File: src/rtl/sbi_pkg.sv
package sbi_pkg;
  typedef enum logic { TX_IDLE = 1'b0, TX_SEND = 1'b1 } tx_state_t;
  typedef enum logic { RX_IDLE = 1'b0, RX_BUSY = 1'b1 } rx_state_t;
endpackage

File: src/rtl/sbi_sync.sv
module sbi_sync #(
  parameter int STAGES = 2
) (
  input  logic clk,
  input  logic rst_n,
  input  logic d_async,
  output logic q_sync
);
  logic [STAGES-1:0] chain;

  generate
    for (genvar i = 0; i < STAGES; i++) begin : g_stage
      always_ff @(posedge clk or negedge rst_n) begin
        if (!rst_n) chain[i] <= 1'b1;
        else if (i == 0) chain[i] <= d_async;
        else chain[i] <= chain[(i == 0) ? 0 : i-1];
      end
    end
  endgenerate

  assign q_sync = chain[STAGES-1];
endmodule

File: src/rtl/sbi_tx.sv
module sbi_tx
  import sbi_pkg::*;
#(
  parameter int DATA_W   = 8,
  parameter int CELL_CYC = 8,
  parameter int GAP_CYC  = 8
) (
  input  logic              clk,
  input  logic              rst_n,
  input  logic              en,
  input  logic              in_valid,
  output logic              in_ready,
  input  logic [DATA_W-1:0] in_data,
  output logic              busy,
  output logic              done,
  output logic              line_o
);
  localparam int CC_W  = (CELL_CYC > 1) ? $clog2(CELL_CYC) : 1;
  localparam int BI_W  = $clog2(DATA_W + 2);
  localparam int GAP_W = $clog2(GAP_CYC + 1);
  localparam logic [CC_W-1:0]  CC_LAST  = CC_W'(CELL_CYC - 1);
  localparam logic [BI_W-1:0]  BI_LAST  = BI_W'(DATA_W + 1);
  localparam logic [GAP_W-1:0] GAP_FULL = GAP_W'(GAP_CYC);

  tx_state_t         st;
  logic [CC_W-1:0]   cell_cnt;
  logic [BI_W-1:0]   bit_idx;
  logic [DATA_W:0]   shreg;
  logic [GAP_W-1:0]  gap_cnt;
  logic              take;

  assign in_ready = en && (st == TX_IDLE) && (gap_cnt == GAP_FULL);
  assign take     = in_valid && in_ready;
  assign busy     = (st == TX_SEND);

  always_ff @(posedge clk or negedge rst_n) begin
    if (!rst_n) begin
      st       <= TX_IDLE;
      cell_cnt <= '0;
      bit_idx  <= '0;
      shreg    <= '1;
      gap_cnt  <= '0;
      line_o   <= 1'b1;
      done     <= 1'b0;
    end else begin
      done <= 1'b0;
      if (!en) begin
        st      <= TX_IDLE;
        line_o  <= 1'b1;
        gap_cnt <= '0;
      end else if (st == TX_IDLE) begin
        line_o <= 1'b1;
        if (take) begin
          st       <= TX_SEND;
          shreg    <= {1'b1, in_data};
          line_o   <= 1'b0;
          cell_cnt <= '0;
          bit_idx  <= '0;
          gap_cnt  <= '0;
        end else if (gap_cnt != GAP_FULL) begin
          gap_cnt <= gap_cnt + 1'b1;
        end
      end else begin
        if (cell_cnt == CC_LAST) begin
          cell_cnt <= '0;
          if (bit_idx == BI_LAST) begin
            st     <= TX_IDLE;
            line_o <= 1'b1;
            done   <= 1'b1;
          end else begin
            line_o  <= shreg[0];
            shreg   <= {1'b1, shreg[DATA_W:1]};
            bit_idx <= bit_idx + 1'b1;
          end
        end else begin
          cell_cnt <= cell_cnt + 1'b1;
        end
      end
    end
  end

  // the output cannot move inside a bit cell
  a_r2_cell_hold: assert property (@(posedge clk) disable iff (!rst_n)
    (busy && cell_cnt != '0) |-> $stable(line_o));
  // disabled transmitter drives the recessive level
  a_r4_disabled_idle: assert property (@(posedge clk) disable iff (!rst_n)
    !en |=> line_o);
  // ready only while no frame is in progress
  a_r3_ready_idle: assert property (@(posedge clk) disable iff (!rst_n)
    in_ready |-> !busy);
  // done is a single-cycle strobe
  a_r5_done_pulse: assert property (@(posedge clk) disable iff (!rst_n)
    done |=> !done);
endmodule

File: src/rtl/sbi_rx.sv
module sbi_rx
  import sbi_pkg::*;
#(
  parameter int DATA_W     = 8,
  parameter int CELL_CYC   = 8,
  parameter int SAMPLE_POS = 4
) (
  input  logic              clk,
  input  logic              rst_n,
  input  logic              line_s,
  output logic              out_valid,
  output logic [DATA_W-1:0] out_data,
  output logic              out_err
);
  localparam int CC_W = (CELL_CYC > 1) ? $clog2(CELL_CYC) : 1;
  localparam int BI_W = $clog2(DATA_W + 2);
  localparam logic [CC_W-1:0] CC_LAST = CC_W'(CELL_CYC - 1);
  localparam logic [CC_W-1:0] CC_SMP  = CC_W'(SAMPLE_POS);
  localparam logic [BI_W-1:0] BI_STOP = BI_W'(DATA_W + 1);

  rx_state_t         st;
  logic              line_d;
  logic              fall;
  logic              smp;
  logic [CC_W-1:0]   pos;
  logic [BI_W-1:0]   bit_idx;
  logic [DATA_W-1:0] shreg;
  logic [DATA_W:0]   sh_in;

  assign fall  = line_d && !line_s;
  assign smp   = (st == RX_BUSY) && !fall && (pos == CC_SMP);
  assign sh_in = {line_s, shreg};

  always_ff @(posedge clk or negedge rst_n) begin
    if (!rst_n) begin
      st        <= RX_IDLE;
      line_d    <= 1'b1;
      pos       <= '0;
      bit_idx   <= '0;
      shreg     <= '0;
      out_valid <= 1'b0;
      out_err   <= 1'b0;
      out_data  <= '0;
    end else begin
      line_d    <= line_s;
      out_valid <= 1'b0;
      out_err   <= 1'b0;
      if (fall)                pos <= CC_W'(1);
      else if (pos == CC_LAST) pos <= '0;
      else                     pos <= pos + 1'b1;

      if (st == RX_IDLE) begin
        if (fall) begin
          st      <= RX_BUSY;
          bit_idx <= '0;
        end
      end else if (smp) begin
        if (bit_idx == '0) begin
          if (line_s) st <= RX_IDLE;
          else        bit_idx <= bit_idx + 1'b1;
        end else if (bit_idx == BI_STOP) begin
          st <= RX_IDLE;
          if (line_s) begin
            out_valid <= 1'b1;
            out_data  <= shreg;
          end else begin
            out_err <= 1'b1;
          end
        end else begin
          shreg   <= sh_in[DATA_W:1];
          bit_idx <= bit_idx + 1'b1;
        end
      end
    end
  end

  // result strobe lasts one cycle
  a_r8_valid_pulse: assert property (@(posedge clk) disable iff (!rst_n)
    out_valid |=> !out_valid);
  // held word moves only alongside the strobe
  a_r8_data_hold: assert property (@(posedge clk) disable iff (!rst_n)
    (out_data != $past(out_data)) |-> out_valid);
  // error and good-frame strobes never coincide
  a_r9_exclusive: assert property (@(posedge clk) disable iff (!rst_n)
    !(out_valid && out_err));
  // a synchronized falling edge always finds the cell timer running or restarts it
  a_r7_realign: assert property (@(posedge clk) disable iff (!rst_n)
    fall |=> (pos == CC_W'(1)));
endmodule

File: src/rtl/sbi_xcvr.sv
module sbi_xcvr #(
  parameter int DATA_W      = 8,
  parameter int CELL_CYC    = 8,
  parameter int SAMPLE_POS  = 4,
  parameter int GAP_CYC     = 8,
  parameter int SYNC_STAGES = 2
) (
  input  logic              clk,
  input  logic              rst_n,
  input  logic              tx_en,
  input  logic              tx_valid,
  output logic              tx_ready,
  input  logic [DATA_W-1:0] tx_data,
  output logic              tx_busy,
  output logic              tx_done,
  output logic              txd,
  input  logic              rxd,
  output logic              rx_valid,
  output logic [DATA_W-1:0] rx_data,
  output logic              rx_err
);
  logic rxd_s;

  sbi_sync #(.STAGES(SYNC_STAGES)) u_sync (
    .clk(clk), .rst_n(rst_n), .d_async(rxd), .q_sync(rxd_s)
  );

  sbi_tx #(.DATA_W(DATA_W), .CELL_CYC(CELL_CYC), .GAP_CYC(GAP_CYC)) u_tx (
    .clk(clk), .rst_n(rst_n), .en(tx_en), .in_valid(tx_valid),
    .in_ready(tx_ready), .in_data(tx_data), .busy(tx_busy),
    .done(tx_done), .line_o(txd)
  );

  sbi_rx #(.DATA_W(DATA_W), .CELL_CYC(CELL_CYC), .SAMPLE_POS(SAMPLE_POS)) u_rx (
    .clk(clk), .rst_n(rst_n), .line_s(rxd_s), .out_valid(rx_valid),
    .out_data(rx_data), .out_err(rx_err)
  );
endmodule

File: config.mk
export PLATFORM = sky130hd
export DESIGN_NAME = sbi_xcvr
export DESIGN_NICKNAME = d
export VERILOG_FILES = /design/src/rtl/sbi_pkg.sv /design/src/rtl/sbi_sync.sv /design/src/rtl/sbi_tx.sv /design/src/rtl/sbi_rx.sv /design/src/rtl/sbi_xcvr.sv
export SDC_FILE = /design/constraint.sdc
export NUM_CORES = 1
export LEC_CHECK = 0
export ABC_CLOCK_PERIOD_IN_PS = 1600
export BUFFER_PORTS_ARGS = -buffer_cell sky130_fd_sc_hd__buf_2
export CAP_MARGIN = 20
export CORE_UTILIZATION = 45
export DETAILED_ROUTE_END_ITERATION = 6
export PLACE_DENSITY = 0.67
export SYNTH_ARGS = -nofsm -noshare
export SYNTH_HDL_FRONTEND = slang
export SYNTH_SLANG_ARGS = --single-unit
export TNS_END_PERCENT = 20
File: constraint.sdc
create_clock -name clk -period 1.6 [get_ports clk]
set_input_delay 0.16 -clock clk [delete_from_list [all_inputs] [get_ports clk]]
set_output_delay 0.16 -clock clk [all_outputs]
set_load 0.02 [all_outputs]
==> results of run 1 <==
cells by family (layout without fill, tap and decap cells):
logic type               count (synthesis)  after routing  synth area share
adder cells (fa/ha/maj)                 12             12            0.0613
AND/OR/NAND/NOR                         44             44             0.116
multiplexers                            38             38             0.172
flip-flops                              51             51             0.527
AO/OA/AOI/OAI                           27             27            0.0858
buffers and inverters                   20             77            0.0378
cells in the final DEF (no fill, tap or decap), types with 5 or more instances in the layout:
cell	count
buf_2	25
buf_4	22
clkbuf_8	7
dfrtp_1	38
dfstp_2	12
ha_1	8
inv_1	12
mux2_2	30
mux2i_1	5
nand2_1	8
o21ai_0	6
registers in the layout (all words and copies together) (netlist names):
name / cells
u_rx.shreg: 8
u_tx.bit_idx: 4
u_rx.pos: 3
u_rx.line_d: 1
u_rx.bit_idx: 4
u_rx.out_data: 8
u_rx.out_valid: 1
u_sync.q_sync: 1
u_sync.chain: 1
u_tx.busy: 1
u_tx.done: 1
u_rx.out_err: 1
u_rx.st: 1
u_tx.shreg: 8
u_tx.line_o: 1
u_tx.cell_cnt: 3
u_tx.gap_cnt: 4
final cells by class:
| type | instances | share of cell area |
|---|---|---|
| Sequential cell | 51 | 0.420 |
| Multi-Input combinational cell | 121 | 0.367 |
| Timing Repair Buffer | 55 | 0.134 |
| Clock buffer | 7 | 0.0313 |
| Tap cell | 70 | 0.0284 |
| Inverter | 14 | 0.0171 |
| Clock inverter | 1 | 0.00244 |
Yosys cell counts (2+ instances only):
cell / number / share of area
dfrtp_1: 39 / 0.40
mux2i_1: 6 / 0.025
o21ai_0: 6 / 0.012
and4_1: 3 / 0.011
a21boi_0: 2 / 0.0061
mux2_2: 32 / 0.15
buf_2: 2 / 0.0041
and2_1: 3 / 0.0077
a32o_1: 3 / 0.012
ha_1: 12 / 0.061
and3_1: 2 / 0.0051
nor2b_1: 3 / 0.0077
inv_1: 14 / 0.021
clkbuf_1: 2 / 0.0031
buf_6: 2 / 0.0092
o21a_1: 2 / 0.0061
nand2_1: 8 / 0.012
a21oi_1: 4 / 0.0082
nand2b_1: 2 / 0.0051
nand3_1: 5 / 0.010
nor2_1: 5 / 0.0077
dfstp_2: 12 / 0.13
per-layer routing:
layer  track usage  vias up  routed length, um  share of wire
met5             0        -                  0              0
met4        0.0679        0                 65          0.016
met3        0.0397        6                159          0.039
met2         0.268       29               1900           0.46
met1         0.229      799               1990           0.48
li1              -      799                  -              -
worst min path at each step:
| stage | endpoint | slack, ps | start |
|---|---|---|---|
| floorplan | u_rx.bit_idx[0] | -140 | rst_n |
| global placement | u_tx.bit_idx[3] | 130 | rst_n |
| detailed placement | u_tx.bit_idx[1] | 130 | rst_n |
| CTS | u_tx.shreg[7] | 100 | tx_data[7] |
| global route | u_tx.shreg[7] | 160 | tx_data[7] |
| finish | u_tx.shreg[7] | 120 | tx_data[7] |
where the power goes:
group	internal (mW)	switching, mW
Sequential	1.42	0.101
Combinational	0.384	0.307
Clock	0.393	0.400
Total	2.19	0.808
worst max-delay path: cells and delay by family (launching register included):
kind	cells	cell delay, ps
AOI/OAI and AO/OA	1	230
and+or+nand+nor	1	160
muxes	1	330
buffers and inverters	2	230
adders and majority gates	1	180
DFF	1	380
per-stage QoR:
step           hold WS, ps  area, um^2  worst slack, ps
4_1_cts                101        3000            0.626
3_3_place_gp           134        2820             1.38
6_report               119        3080             14.8
5_1_grt                158        3080            -40.7
2_1_floorplan         -136        2450             10.5
3_5_place_dp           134        2820            -29.1
repair_timing:
| item | in CTS | in global routing |
|---|---|---|
| hold endpoints to repair | 17 | 0 |
| pin swaps | 2 | 3 |
| gates resized for setup | 9 | 11 |
| setup buffers | 1 | 5 |
| hold buffers | 2 | 0 |
| setup endpoints to repair | 18 | 25 |
| gates cloned | 0 | 0 |
==> results.yml, run 1 <==
outcome:
  outcome: "finished clean"
placement:
  gp_congestion: 0.761
  post-dp-hpwl_mm: 2.97
  port_buffers: 26
  dpl.cell_count: 303
critical_path:
  crit_required_ps: 1830
  crit_path_top_delay_cell: "dfrtp_1"
  cp_max_fo: 12
  worstSetupStartpointType: "register"
  cp-endpoint: "u_tx.shreg[4]"
  endpoint_kind: "register"
  r2r-start: "u_tx.gap_cnt[0]"
  crit_arrival_ps: 1820
  critPathMaxStageDelay_ps: 380
  path_cells: "inv_1 -> ha_2 -> nand4b_1 -> o22ai_2 -> buf_12 -> mux2_2"
  startpoint: "u_tx.gap_cnt[0]"
  worst-r2r-cell-count: 6
  worstSetupPathType: "register to register"
  r2r_setup_slack_ps: 10
  r2r_end: "u_tx.shreg[4]"
pwr:
  powerDensity_nw_per_um2: 974
  power_mw: 3.00
  power_leakage_nw: 1.51
  irDropWorstVdd_uv: 610
sta:
  rsz0062_at_grt: "yes"
  worst_pin_slew_ps: 447
  fmaxAchievable_mhz: 631
  setup_viol_count_final: 0
  timing.final.crit_share: 0.991
  fin_crit_ps: 1590
  finalSetupTns_ps: 0
  hold_viol_final: 0
  fin_skew_ps: 4.87
  finalMaxSlewViolations: 0
  slew_headroom: 0.702
finish:
  seq_area_um2: 1290
  final_net_count: 273
  final_util: 0.596
  final_cells: 319
  syn2layout_area_growth_pct: 25.7
  multi_input_area_um2: 1130
  drive_gt1_frac: 0.494
  fillers: 421
  n_antenna_cell: 0
cts:
  cts.sinks: 51
  cts_max_level: 2
  cts_max_path_buffers: 2
  root_buffer: "clkbuf_8"
  clk_pin_slew_ps: 90
  clk_latency_ps: 300
  cts_tree: "built"
  cts_inserted_buffers: 5
drt:
  drt_pass1_iterations: 4
  vias: 1633
  drt_iter0_drc: 49
  routedWlPerCell_um: 12.9
  vias_per_cell: 5.12
  post-route-drc-count: 0
  routed_wl_mm: 4.11
  drtAntennaViolNets: 0
synth:
  synth-edff-count: 0
  syn_avg_cell_area_um2: 12.8
  yosysWarnings: 0
  ys_types: 45
  synthCells: 192
  yosys_register_bits: 51
  synth-seq-area-share: 0.527
  synthArstFlopShare: 1.00
  syn_area_um2: 2450
  synthFlopType: "dfrtp_1"
  syn-num-nets: 217
hold_path:
  hp-class: "primary input to register"
  whs_path_depth: 3
floorplan:
  core_area_um2: 5170
  ios: 27
  die_x_um: 75.8
  fp.dieH_um: 75.8
  row_count: 26
  start_util: 0.474
  dieArea_um2: 5740
flow_run:
  maxCapViolCount: 0
global_route:
  grt_pass1_wl_mm: 7.22
  grt_overflow: 0
  grt_pass1_vias: 1617
  grt_antenna_before_repair: 0
  grt_max_degree: 35
  grt_use_total: 0.171
(Power assumes the default switching activity.)
==> inputs of run 2 (changes only) <==
Settings changed: CAP_MARGIN 20 to 5, SETUP_SLACK_MARGIN from default to 0.2.
==> run 2 against run 1 <==
Against the previous run: the run now ends with negative setup slack left; wire length increased by 7.9%; design area increased by 2.2%; global-route usage increased by 0.20 points; final cell count decreased by 0.63%; critical endpoint is now u_rx.out_data[3].
==> results.yml, run 2 (synthesized netlist as in run 1, its figures left out) <==
global_route:
  grt_max_degree: 22
  grt_pass1_wl_mm: 7.31
  grt_overflow: 0
  grt_pass1_vias: 1481
  grt_antenna_before_repair: 0
  grt_use_total: 0.173
sta:
  finalMaxSlewViolations: 0
  hold_viol_final: 0
  fmaxAchievable_mhz: 624
  worst_pin_slew_ps: 467
  rsz0062_at_grt: "yes"
  timing.final.crit_share: 1.00
  finalSetupTns_ps: -2.06
  fin_skew_ps: 5.80
  setup_ws_ps: -2.06
  fin_crit_ps: 1600
  slew_headroom: 0.685
  setup_viol_count_final: 1
cts:
  clk_pin_slew_ps: 90
  cts_inserted_buffers: 5
  cts.sinks: 51
  root_buffer: "clkbuf_8"
  cts_tree: "built"
  cts_max_level: 2
  cts_max_path_buffers: 2
  clk_latency_ps: 300
critical_path:
  r2r_setup_slack_ps: -2
  r2r_end: "u_rx.out_data[3]"
  worstSetupPathType: "register to register"
  worst-r2r-cell-count: 7
  r2r-start: "u_rx.pos[1]"
  crit_path_top_delay_cell: "dfrtp_1"
  endpoint_kind: "register"
  critPathMaxStageDelay_ps: 410
  crit_required_ps: 1790
  startpoint: "u_rx.pos[1]"
  crit_arrival_ps: 1790
  path_cells: "inv_2 -> ha_4 -> nand3_4 -> nor3_4 -> buf_6 -> buf_12 -> mux2_4"
  worstSetupStartpointType: "register"
  cp_max_fo: 5
  cp-endpoint: "u_rx.out_data[3]"
floorplan:
  core_area_um2: 5170
  ios: 27
  die_x_um: 75.8
  dieArea_um2: 5740
  fp.dieH_um: 75.8
  row_count: 26
  start_util: 0.474
finish:
  n_antenna_cell: 0
  most-common-layout-cells: "dfrtp_1 (38), buf_2 (25), buf_4 (20)"
  syn2layout_area_growth_pct: 28.5
  final_common_cell: "dfrtp_1"
  reg_top3: "u_rx.out_data: 8 flops, u_rx.shreg: 8 flops, u_tx.shreg: 8 flops"
  final_net_count: 271
  final_util: 0.609
  drive_gt1_frac: 0.506
drt:
  drtAntennaViolNets: 0
  routedWlPerCell_um: 14.0
  vias: 1620
  post-route-drc-count: 0
  drt_pass1_iterations: 4
  vias_per_cell: 5.11
  drt_iter0_drc: 91
  routed_wl_mm: 4.44
placement:
  place_ws_ps: 1.19
  post-dp-hpwl_mm: 2.92
  port_buffers: 26
  gp_congestion: 0.764
pwr:
  power_leakage_nw: 1.51
  power_frac_clock: 0.285
  comb_power_share: 0.229
  switchingPower_mw: 0.856
  powerDensity_nw_per_um2: 989
  irDropWorstVdd_uv: 641
  swShare: 0.275
  p_seq_frac: 0.487
  p_int_mw: 2.26
outcome:
  outcome: "finished, violations left"
  violations: "negative setup slack"
hold_path:
  hp-class: "primary input to register"
  whs_path_depth: 3
flow_run:
  maxCapViolCount: 0
==> run 2: power by group through the flow <==
stage	Combinational, mW	Sequential [mW]	Clock [mW]
floorplan	0.351	1.52	0
detailed placement	0.552	1.53	0
CTS	0.700	1.51	0.904
finish	0.712	1.52	0.887
global route	0.796	1.53	0.956
global placement	0.544	1.52	0
==> run 2: how the worst min path moves through the flow <==
stage / startpoint / end / slack (ps)
floorplan: rst_n / u_rx.bit_idx[0] / -140
global placement: rst_n / u_tx.bit_idx[1] / 140
detailed placement: rst_n / u_tx.bit_idx[0] / 140
CTS: tx_data[7] / u_tx.shreg[7] / 110
global route: tx_data[7] / u_tx.shreg[7] / 120
finish: tx_data[7] / u_tx.shreg[7] / 110
==> run 2: per-layer routing <==
layer,share of wire,wire [um],track usage
met5,0,0,0
met4,0.011,49,0.0494
met3,0.030,131,0.0397
met2,0.44,1950,0.239
met1,0.52,2310,0.268
==> run 2: cell type report <==
class,instances,area (um^2)
Timing Repair Buffer,53,405
Tap cell,70,87.6
Clock inverter,2,37.5
Clock buffer,6,72.6
Inverter,14,52.6
Multi-Input combinational cell,121,1200
Sequential cell,51,1290
Fill cell,401,2020
==> run 2: through the flow <==
| step | cell area [um^2] | std cells | total power [mW] | hold slack (ps) |
|---|---|---|---|---|
| after CTS | 3120 | 317 | 3.12 | 108 |
| after floorplan | 2490 | 192 | 1.87 | -136 |
| final | 3150 | 317 | 3.12 | 108 |
| after detailed placement | 2810 | 298 | 2.08 | 136 |
| after global routing | 3150 | 317 | 3.29 | 117 |
| after global placement | 2810 | 298 | 2.06 | 140 |
==> run 2: repair_timing <==
item                       CTS  global route
pin swaps                    6             2
hold buffers                 2             0
gates resized for setup     22             9
setup buffers                8             0
setup endpoints to repair   38            40
cloned                       1             0
hold endpoints to repair    11             0
==> run 2: critical path, delay by kind of cell, from the launching register on <==
kind	cells	cell delay, ps
mux	1	300
buf+inv	3	320
fa+ha+maj	1	150
flops	1	410
simple gates	2	300
